<file path="config.mk">
export PLATFORM = sky130hd
export DESIGN_NAME = dac_frame_tx
export DESIGN_NICKNAME = d
export VERILOG_FILES = /design/src/rtl/dac_frame_pkg.sv /design/src/rtl/dac_tick_counter.sv /design/src/rtl/dac_byte_shifter.sv /design/src/rtl/dac_frame_tx.sv
export SDC_FILE = /design/constraint.sdc
export NUM_CORES = 1
export LEC_CHECK = 0
export BUFFER_PORTS_ARGS = -buffer_cell sky130_fd_sc_hd__clkbuf_2
export CAP_MARGIN = 20
export CORE_ASPECT_RATIO = 1.1
export CORE_MARGIN = 2
export CORE_UTILIZATION = 50
export CTS_CLUSTER_SIZE = 12
export DETAILED_ROUTE_END_ITERATION = 6
export GPL_ROUTABILITY_DRIVEN = 1
export PLACE_DENSITY = 0.81
export SKIP_CTS_REPAIR_TIMING = 1
export SLEW_MARGIN = 20
export SYNTH_ARGS = -nofsm -noshare
export SYNTH_HDL_FRONTEND = slang
export SYNTH_SLANG_ARGS = --single-unit
export TNS_END_PERCENT = 5
</file>
<file path="constraint.sdc">
create_clock -name clk -period 1.7 [get_ports clk]
set_clock_uncertainty 0.05 [all_clocks]
set_input_delay 0 -clock clk [delete_from_list [all_inputs] [get_ports clk]]
set_output_delay 0 -clock clk [all_outputs]
set_load 0.02 [all_outputs]
</file>
<file path="src/rtl/dac_frame_pkg.sv">
package dac_frame_pkg;
  localparam int BYTE_W      = 8;
  localparam int FRAME_BYTES = 3;
  localparam int PAD_W       = 6;
  localparam int MODE_W      = 2;
  localparam int CODE_W      = 16;
  localparam int FRAME_W     = BYTE_W * FRAME_BYTES;

  typedef enum logic [1:0] {
    ST_IDLE  = 2'd0,
    ST_LEAD  = 2'd1,
    ST_SHIFT = 2'd2,
    ST_GAP   = 2'd3
  } tx_state_e;

  function automatic logic [BYTE_W-1:0] mirror_byte(input logic [BYTE_W-1:0] b);
    logic [BYTE_W-1:0] r;
    for (int i = 0; i < BYTE_W; i++) r[i] = b[BYTE_W-1-i];
    return r;
  endfunction
endpackage

</file>
<file path="src/rtl/dac_tick_counter.sv">
module dac_tick_counter #(
  parameter int LIMIT = 2
) (
  input  logic clk,
  input  logic rst_n,
  input  logic en,
  output logic tick
);
  localparam int CW = (LIMIT > 1) ? $clog2(LIMIT) : 1;

  logic [CW-1:0] cnt_q, cnt_d;

  assign tick = en && (cnt_q == CW'(LIMIT - 1));

  always_comb begin
    cnt_d = cnt_q;
    if (!en)       cnt_d = '0;
    else if (tick) cnt_d = '0;
    else           cnt_d = cnt_q + 1'b1;
  end

  always_ff @(posedge clk or negedge rst_n) begin
    if (!rst_n) cnt_q <= '0;
    else        cnt_q <= cnt_d;
  end
endmodule

</file>
<file path="src/rtl/dac_byte_shifter.sv">
module dac_byte_shifter #(
  parameter int W         = 8,
  parameter bit LSB_FIRST = 1'b0
) (
  input  logic         clk,
  input  logic         rst_n,
  input  logic         load,
  input  logic         shift,
  input  logic [W-1:0] din,
  output logic         bit_out,
  output logic         last
);
  localparam int CW = $clog2(W);

  logic [W-1:0]  sh_q, sh_d, sh_next;
  logic [CW-1:0] cnt_q, cnt_d;

  generate
    if (LSB_FIRST) begin : g_lsb
      assign bit_out = sh_q[0];
      assign sh_next = {1'b0, sh_q[W-1:1]};
    end else begin : g_msb
      assign bit_out = sh_q[W-1];
      assign sh_next = {sh_q[W-2:0], 1'b0};
    end
  endgenerate

  assign last = (cnt_q == CW'(W - 1));

  always_comb begin
    sh_d  = sh_q;
    cnt_d = cnt_q;
    if (load) begin
      sh_d  = din;
      cnt_d = '0;
    end else if (shift) begin
      sh_d  = sh_next;
      cnt_d = cnt_q + 1'b1;
    end
  end

  always_ff @(posedge clk or negedge rst_n) begin
    if (!rst_n) begin
      sh_q  <= '0;
      cnt_q <= '0;
    end else begin
      sh_q  <= sh_d;
      cnt_q <= cnt_d;
    end
  end
endmodule

</file>
<file path="src/rtl/dac_frame_tx.sv">
module dac_frame_tx
  import dac_frame_pkg::*;
#(
  parameter int HALF_DIV         = 2,
  parameter int GAP_CYCLES       = 4,
  parameter bit LSB_FIRST_ENGINE = 1'b0
) (
  input  logic              clk,
  input  logic              rst_n,
  input  logic              in_valid,
  output logic              in_ready,
  input  logic [MODE_W-1:0] in_mode,
  input  logic [CODE_W-1:0] in_code,
  output logic              sclk,
  output logic              sync_n,
  output logic              sdo,
  output logic              done
);
  localparam int REST_W   = BYTE_W * (FRAME_BYTES - 1);
  localparam int BIDX_W   = $clog2(FRAME_BYTES);
  localparam logic [BIDX_W-1:0] LAST_BYTE = BIDX_W'(FRAME_BYTES - 1);

  tx_state_e         state_q, state_d;
  logic [REST_W-1:0] rest_q, rest_d;
  logic [BIDX_W-1:0] bidx_q, bidx_d;
  logic              final_q, final_d;
  logic              sclk_q, sclk_d;
  logic              sync_n_q, sync_n_d;
  logic              sdo_q, sdo_d;
  logic              done_q, done_d;

  logic              half_tick, gap_tick, phase_run, gap_run;
  logic              sh_load, sh_shift, sh_bit, sh_last;
  logic [BYTE_W-1:0] sh_din;
  logic              accept, do_rise;

  logic [BYTE_W-1:0] raw_b  [FRAME_BYTES];
  logic [BYTE_W-1:0] prep_b [FRAME_BYTES];

  always_comb begin
    raw_b[0] = {{PAD_W{1'b0}}, in_mode};
    raw_b[1] = in_code[CODE_W-1:BYTE_W];
    raw_b[2] = in_code[BYTE_W-1:0];
  end

  for (genvar g = 0; g < FRAME_BYTES; g++) begin : g_lane
    if (LSB_FIRST_ENGINE) begin : g_mirror
      assign prep_b[g] = mirror_byte(raw_b[g]);
    end else begin : g_plain
      assign prep_b[g] = raw_b[g];
    end
  end

  assign phase_run = (state_q == ST_LEAD) || (state_q == ST_SHIFT);
  assign gap_run   = (state_q == ST_GAP);
  assign in_ready  = (state_q == ST_IDLE);
  assign accept    = in_valid && in_ready;
  assign do_rise   = half_tick &&
                     ((state_q == ST_LEAD) ||
                      ((state_q == ST_SHIFT) && !sclk_q && !final_q));

  dac_tick_counter #(.LIMIT(HALF_DIV)) u_half (
    .clk(clk), .rst_n(rst_n), .en(phase_run), .tick(half_tick)
  );

  dac_tick_counter #(.LIMIT(GAP_CYCLES)) u_gap (
    .clk(clk), .rst_n(rst_n), .en(gap_run), .tick(gap_tick)
  );

  dac_byte_shifter #(.W(BYTE_W), .LSB_FIRST(LSB_FIRST_ENGINE)) u_shift (
    .clk(clk), .rst_n(rst_n), .load(sh_load), .shift(sh_shift),
    .din(sh_din), .bit_out(sh_bit), .last(sh_last)
  );

  always_comb begin
    state_d  = state_q;
    rest_d   = rest_q;
    bidx_d   = bidx_q;
    final_d  = final_q;
    sclk_d   = sclk_q;
    sync_n_d = sync_n_q;
    sdo_d    = sdo_q;
    done_d   = 1'b0;
    sh_load  = 1'b0;
    sh_shift = 1'b0;
    sh_din   = prep_b[0];

    case (state_q)
      ST_IDLE: begin
        if (accept) begin
          state_d  = ST_LEAD;
          sync_n_d = 1'b0;
          sh_load  = 1'b1;
          sh_din   = prep_b[0];
          rest_d   = {prep_b[1], prep_b[2]};
          bidx_d   = '0;
          final_d  = 1'b0;
        end
      end
      ST_LEAD: begin
        if (half_tick) state_d = ST_SHIFT;
      end
      ST_SHIFT: begin
        if (half_tick) begin
          if (sclk_q) begin
            sclk_d = 1'b0;
          end else if (final_q) begin
            sync_n_d = 1'b1;
            done_d   = 1'b1;
            sdo_d    = 1'b0;
            state_d  = ST_GAP;
          end
        end
      end
      ST_GAP: begin
        if (gap_tick) state_d = ST_IDLE;
      end
      default: state_d = ST_IDLE;
    endcase

    if (do_rise) begin
      sclk_d = 1'b1;
      sdo_d  = sh_bit;
      if (sh_last) begin
        if (bidx_q == LAST_BYTE) begin
          final_d = 1'b1;
        end else begin
          sh_load = 1'b1;
          sh_din  = rest_q[REST_W-1 -: BYTE_W];
          rest_d  = {rest_q[REST_W-BYTE_W-1:0], {BYTE_W{1'b0}}};
          bidx_d  = bidx_q + 1'b1;
        end
      end else begin
        sh_shift = 1'b1;
      end
    end
  end

  always_ff @(posedge clk or negedge rst_n) begin
    if (!rst_n) begin
      state_q  <= ST_IDLE;
      rest_q   <= '0;
      bidx_q   <= '0;
      final_q  <= 1'b0;
      sclk_q   <= 1'b0;
      sync_n_q <= 1'b1;
      sdo_q    <= 1'b0;
      done_q   <= 1'b0;
    end else begin
      state_q  <= state_d;
      rest_q   <= rest_d;
      bidx_q   <= bidx_d;
      final_q  <= final_d;
      sclk_q   <= sclk_d;
      sync_n_q <= sync_n_d;
      sdo_q    <= sdo_d;
      done_q   <= done_d;
    end
  end

  assign sclk   = sclk_q;
  assign sync_n = sync_n_q;
  assign sdo    = sdo_q;
  assign done   = done_q;
endmodule

</file>
# ---- After elaboration in Yosys (flattened, before gate mapping)
# Index checks and enable logic that the tools add are counted.
dict set report word_totals {
  register_bits 39
}
dict set report classes {
  reduce_logical 20
  eq_ne 13
  addsub 4
  mux 57
}
# cell count
set ops {}
lappend ops {{16-bit 2-to-1 mux} 5}
lappend ops {{8-bit 2-to-1 mux} 5}
lappend ops {{1-bit 2-to-1 mux} 30}
lappend ops {{2-bit 2-to-1 mux} 13}
lappend ops {{2-bit inequality test (second input constant)} 5}
lappend ops {{2-bit nonzero test} 5}
lappend ops {{2-bit == test (second input constant)} 4}
lappend ops {{2-bit one-hot mux with 4 select lines} 1}
lappend ops {{1-bit logical AND} 6}
lappend ops {{3-bit 2-to-1 mux} 2}
lappend ops {{6-bit AND reduction} 1}
lappend ops {{5-bit AND reduction} 1}
lappend ops {{2-bit by 1-bit adder with 2-bit output (second input constant)} 2}
lappend ops {{2-bit by 1-bit inequality test with 1-bit output (second input constant)} 2}
lappend ops {{4-bit AND reduction} 1}
lappend ops {{3-bit by 1-bit adder with 3-bit output (second input constant)} 1}
lappend ops {{3-bit == test (second input constant)} 1}
lappend ops {{2-bit by 1-bit == test with 1-bit output (second input constant)} 1}
lappend ops {{1-bit zero test} 2}
lappend ops {{2-bit zero test} 1}
lappend ops {{1-bit logical OR} 2}
lappend ops {{1-bit one-hot mux with 2 select lines} 1}
lappend ops {{2-bit AND reduction} 1}
lappend ops {{1-bit adder (second input constant)} 1}

# ---- Logic depth before layout (Yosys ltp)
dict set report logic_depth {
  ltp_word 8
  ltp_mapped 8
  mapped_depth_nobuf 6
}

# ---- Cells and area by module
# A second synthesis with hierarchy kept.
dict set report hier_totals {
  cells_unflattened 173
  hier_area_um2 1985.7
}
# mod cells_each seq_area_each_um2 instances area_per_inst_um2
set by_module_without_submodules {}
lappend by_module_without_submodules {dac_frame_tx 119 626.9 1 1347.5}
lappend by_module_without_submodules {dac_byte_shifter 45 275.3 1 508.0}
lappend by_module_without_submodules {{dac_tick_counter at u_gap} 6 50.0 1 88.8}
lappend by_module_without_submodules {{dac_tick_counter at u_half} 3 25.0 1 41.3}

# ---- Worst setup path after synthesis
# Ideal clock, no wire load.
dict set report synth_path {
  kind {flip-flop to flip-flop}
  start {register state_q[0]}
  end {register state_q[1]}
  t_arrival_ns 1.551
  setup_slack_ns -0.025
  t_required_ns 1.525
  path_buffers 0
  period_less_slack_ns 1.725
  path_stages_with_launch 7
  path_cell_list {dfrtp_1 -> inv_1 -> ha_1 -> inv_1 -> o21ai_0 -> a221oi_1 -> mux2_2}
}
dict set report synth_between {
  word_cells_on_any_way 16
  classes_between {eq/ne: 9; mux: 1; reduce/logical: 6}
}
# item line_no
set synth_lines {}
lappend synth_lines {{start: declaration} dac_frame_tx.sv:23} ;# tx_state_e state_q, state_d;
lappend synth_lines {{start signal: assignment} dac_frame_tx.sv:150} ;# state_q <= state_d;
lappend synth_lines {{2-bit zero test *} dac_frame_tx.sv:56} ;# assign in_ready = (state_q == ST_IDLE);
lappend synth_lines {{net in_ready} dac_frame_tx.sv:11} ;# output logic in_ready,
lappend synth_lines {{1-bit logical AND} dac_frame_tx.sv:57} ;# assign accept = in_valid && in_ready;
lappend synth_lines {{2-bit by 1-bit inequality test with 1-bit output (no line)} -}
lappend synth_lines {{6-bit AND reduction (no line)} -}
# The timed path passes the listed nets; every way through them passes the cells marked *.
# A chain may end at the register's enable or synchronous reset.

# ---- Final worst setup path
dict set report layout_path {
  start {register state_q[0]}
  end {register u_shift.sh_q[1]}
}
dict set report layout_between {
  elab_chain_len 8
  word_cells_on_any_way 19
  classes_between {eq/ne: 2; mux: 8; reduce/logical: 9}
}
# item line_no
set layout_rtl {}
lappend layout_rtl {{2-bit zero test} {dac_frame_tx.sv:56, dac_frame_tx.sv:88}}
lappend layout_rtl {{1-bit logical AND} dac_frame_tx.sv:57}
lappend layout_rtl {{1-bit 2-to-1 mux} dac_frame_tx.sv:90} ;# if (accept) begin
lappend layout_rtl {{1-bit 2-to-1 mux} dac_frame_tx.sv:88} ;# case (state_q)
lappend layout_rtl {{1-bit 2-to-1 mux} dac_frame_tx.sv:125} ;# if (bidx_q == LAST_BYTE) begin
lappend layout_rtl {{1-bit 2-to-1 mux} dac_frame_tx.sv:124} ;# if (sh_last) begin
lappend layout_rtl {{1-bit 2-to-1 mux} dac_frame_tx.sv:121} ;# if (do_rise) begin
lappend layout_rtl {{8-bit 2-to-1 mux / 2-bit nonzero test (equally long branches)} -}
lappend layout_rtl {{end signal: assignment} dac_byte_shifter.sv:44} ;# sh_q <= '0;
lappend layout_rtl {{end signal: assignment} dac_byte_shifter.sv:47} ;# sh_q <= sh_d;
lappend layout_rtl {{end: declaration} dac_byte_shifter.sv:15} ;# logic [W-1:0] sh_q, sh_d, sh_next;
# Several ways; a longest one is shown, not always the timed one.

==> results.json <==
{
  "fin_ws_ns": -0.0400,
  "io_buffers": 25,
  "hp-class": "input port to flip-flop",
  "grt_pass1_vias": 1304,
  "final_hold_viol_count": 1,
  "setup_viol_count_final": 6,
  "grt_max_degree": 23,
  "tightestPinTransition_ns": 0.542,
  "die_w_um": 61.9,
  "diodes": 0,
  "yosysSeqAreaShare_pct": 53.0,
  "maxSlewHeadroom_pct": 63.9,
  "die_y_um": 67.7,
  "syn_inst": 177,
  "avgSynthCellArea_sq_um": 10.4,
  "syn_nets": 205,
  "clk_pin_slew_worst_paths_ns": 0.07,
  "power_density_mw_per_mm2": 1470,
  "outcome": "finished, violations left",
  "drive_above_1_share_pct": 28.7,
  "required_ns": 1.81,
  "start_util_pct": 51.2,
  "crit_type": "flip-flop to flip-flop",
  "crit_path_end_kind": "flip-flop",
  "max_freq_mhz": 575,
  "grt_pass1_wl_um": 5840,
  "ys_warn_count": 0,
  "max_cap_violations": 0,
  "die_area_sq_mm": 0.00419,
  "core_area_sq_mm": 0.00360,
  "final_util_pct": 69.0,
  "htreeDepth": 2,
  "fin_crit_ns": 1.74,
  "drtIter0Drc": 47,
  "vias": 1464,
  "cts_buffers": 5,
  "totalWireLength_um": 3900,
  "start_kind": "flip-flop",
  "post_drt_wl_per_cell_um": 13.5,
  "area_growth_syn_to_layout_pct": 34.6,
  "dr.pass1.iters": 5,
  "violations": "hold timing, setup timing",
  "rsz0062_at_grt": "true",
  "fin_nets": 267,
  "period_share_pct": 102,
  "ant_nets": 0,
  "arrival_ns": 1.85,
  "row_count": 23,
  "clk_latency_ns": 0.29,
  "ir_worst_vdd_v": 0.000667,
  "antenna_found_initial": 0,
  "avgViaCountPerCell": 5.05,
  "gp_congestion": 0.860,
  "cts_sinks": 39,
  "fin_hold_ws_ns": -0.0284,
  "cts_tree": "yes",
  "nFillCells": 260,
  "finalMaxSlewViolations": 0,
  "overflow": 0,
  "ys_types": 33,
  "synth_area_sq_mm": 0.00184,
  "place_hpwl_um": 2590,
  "leakage_nw": 1.23,
  "io_pins": 26,
  "cts_buffer_depth": 2,
  "synth-seq-cells": 39,
  "track_usage_pct": 19.3,
  "drc": 0,
  "crit_fanout": 6,
  "ctsRootBufferMaster": "clkbuf_8"
}
## metal layers
metal	global-route usage [%]	part of all wire (%)	vias to the layer above
li1	-	-	736
met1	26.2	46	696
met2	29.1	50	27
met3	3.64	2.1	5
met4	9.84	1.6	0
met5	0	0	-
## cell usage after synthesis
| library cell | count | area share (%) |
|---|---|---|
| mux2_2 | 1 | 0.61 |
| nand2_1 | 37 | 7.5 |
| dfrtp_1 | 38 | 52 |
| nor3b_4 | 1 | 1.0 |
| xor2_1 | 1 | 0.48 |
| a21o_1 | 1 | 0.41 |
| buf_2 | 2 | 0.54 |
| nor2b_1 | 1 | 0.34 |
| nand2b_1 | 3 | 1.0 |
| o21ai_0 | 16 | 4.3 |
| buf_4 | 4 | 1.6 |
| dfstp_2 | 1 | 1.4 |
| and2_0 | 1 | 0.34 |
| ha_1 | 7 | 4.8 |
| a221oi_1 | 1 | 0.48 |
| o21ai_1 | 1 | 0.27 |
| a21oi_1 | 11 | 3.0 |
| o211ai_2 | 1 | 0.68 |
| o211ai_1 | 2 | 0.81 |
| inv_1 | 4 | 0.81 |
| o2111ai_1 | 1 | 0.48 |
| clkbuf_1 | 2 | 0.41 |
| o21a_1 | 1 | 0.41 |
| nor3b_1 | 1 | 0.41 |
| nor2_1 | 7 | 1.4 |
| o2111a_2 | 1 | 0.68 |
| and2_1 | 2 | 0.68 |
| o31ai_1 | 1 | 0.41 |
| a32oi_1 | 1 | 0.48 |
| nand3b_1 | 1 | 0.41 |
| mux2i_1 | 19 | 10 |
| nand3_1 | 5 | 1.4 |
| o221ai_1 | 1 | 0.48 |
## path summary, 6_finish.rpt
path / from / to / slack [ns] / cells past startpoint
worst max-delay path: state_q[0]$_DFFE_PN0P_ / u_shift.sh_q[1]$_DFFE_PN0P_ / -0.04 / 7
worst min-delay path: in_code[9] / rest_q[9]$_DFF_PN0_ / -0.03 / 3
worst max register to register: state_q[0]$_DFFE_PN0P_ / u_shift.sh_q[1]$_DFFE_PN0P_ / -0.04 / 7
worst min register to register: u_gap.cnt_q[0]$_DFF_PN0_ / u_gap.cnt_q[0]$_DFF_PN0_ / 0.39 / 1
max in group asynchronous: rst_n / sync_n$_DFFE_PN1P_ / 0.82 / 3
min in group asynchronous: rst_n / rest_q[14]$_DFF_PN0_ / 0.18 / 2
## registers in the layout (all words and copies together), names as in the netlist
signal and cells:
done 1, sync_n 1, u_shift.sh_q 8, u_half.cnt_q 1
final_q 1, u_shift.cnt_q 3, bidx_q 2, u_gap.cnt_q 2
state_q 2, rest_q 16, sclk 1, sdo 1
## worst max-delay path, cell delays in order, from the launching register on
cell      delay, ns
dfrtp_1        0.39
inv_2          0.12
ha_4           0.16
nor3b_4        0.30
buf_4          0.17
o221ai_1       0.11
a32oi_1        0.22
o211ai_1       0.10
## final cells by class
cell class | instances | area [sq um] | share of cell area, %
repair buffers | 63 | 488 | 19.7
flip-flops and latches | 39 | 977 | 39.4
inverters | 4 | 15.0 | 0.605
well taps | 50 | 62.6 | 2.52
multi-input cells | 126 | 857 | 34.5
clock inverters | 1 | 5.00 | 0.202
clock buffers | 7 | 76.3 | 3.08
## stage by stage
| stage | setup slack, ns | power, mW | setup TNS (ns) | instances | area, sq um |
|---|---|---|---|---|---|
| after global placement | -0.0192 | 2.80 | -0.0271 | 263 | 2170 |
| after detailed placement | -0.0632 | 2.86 | -0.458 | 263 | 2170 |
| after global routing | -0.140 | 3.90 | -1.94 | 290 | 2480 |
| after CTS | -0.0960 | 3.46 | -1.19 | 271 | 2250 |
| after floorplan | -0.00697 | 2.38 | -0.0418 | 177 | 1850 |
| final | -0.0400 | 3.65 | -0.0895 | 290 | 2480 |
## layout by cell type (no fill, tap or decap), types with 2 or more instances in the layout
cell type | synthesis | final
nand2b_1 | 3 | 3
buf_4 | 4 | 19
ha_4 | 0 | 2
a21oi_1 | 11 | 10
mux2i_1 | 19 | 19
ha_1 | 7 | 4
o211ai_1 | 2 | 2
nand2_1 | 37 | 36
inv_1 | 4 | 3
clkbuf_2 | 0 | 25
clkbuf_8 | 0 | 5
o21ai_0 | 16 | 13
nand3_1 | 5 | 5
o21ai_1 | 1 | 4
nor2_1 | 7 | 7
and2_1 | 2 | 2
dlygate4sd3_1 | 0 | 16
dfrtp_1 | 38 | 38
clkbuf_1 | 2 | 2
buf_12 | 0 | 3
## power breakdown
part | internal, mW | switching [mW]
logic | 0.802 | 0.751
clock network | 0.288 | 0.305
registers | 1.29 | 0.222
total | 2.38 | 1.28
## cells by family (layout without fill, tap and decap cells)
logic type	Yosys count	after routing	share of synthesized area, %
mux	20	20	10.9
fa+ha+maj	7	7	4.75
xor+xnor	1	1	0.475
compound gates	39	39	12.9
buf+inv	12	75	3.39
simple gates	59	59	14.5
flops	39	39	53.0
No activity file was read; power rests on OpenSTA's default activity.
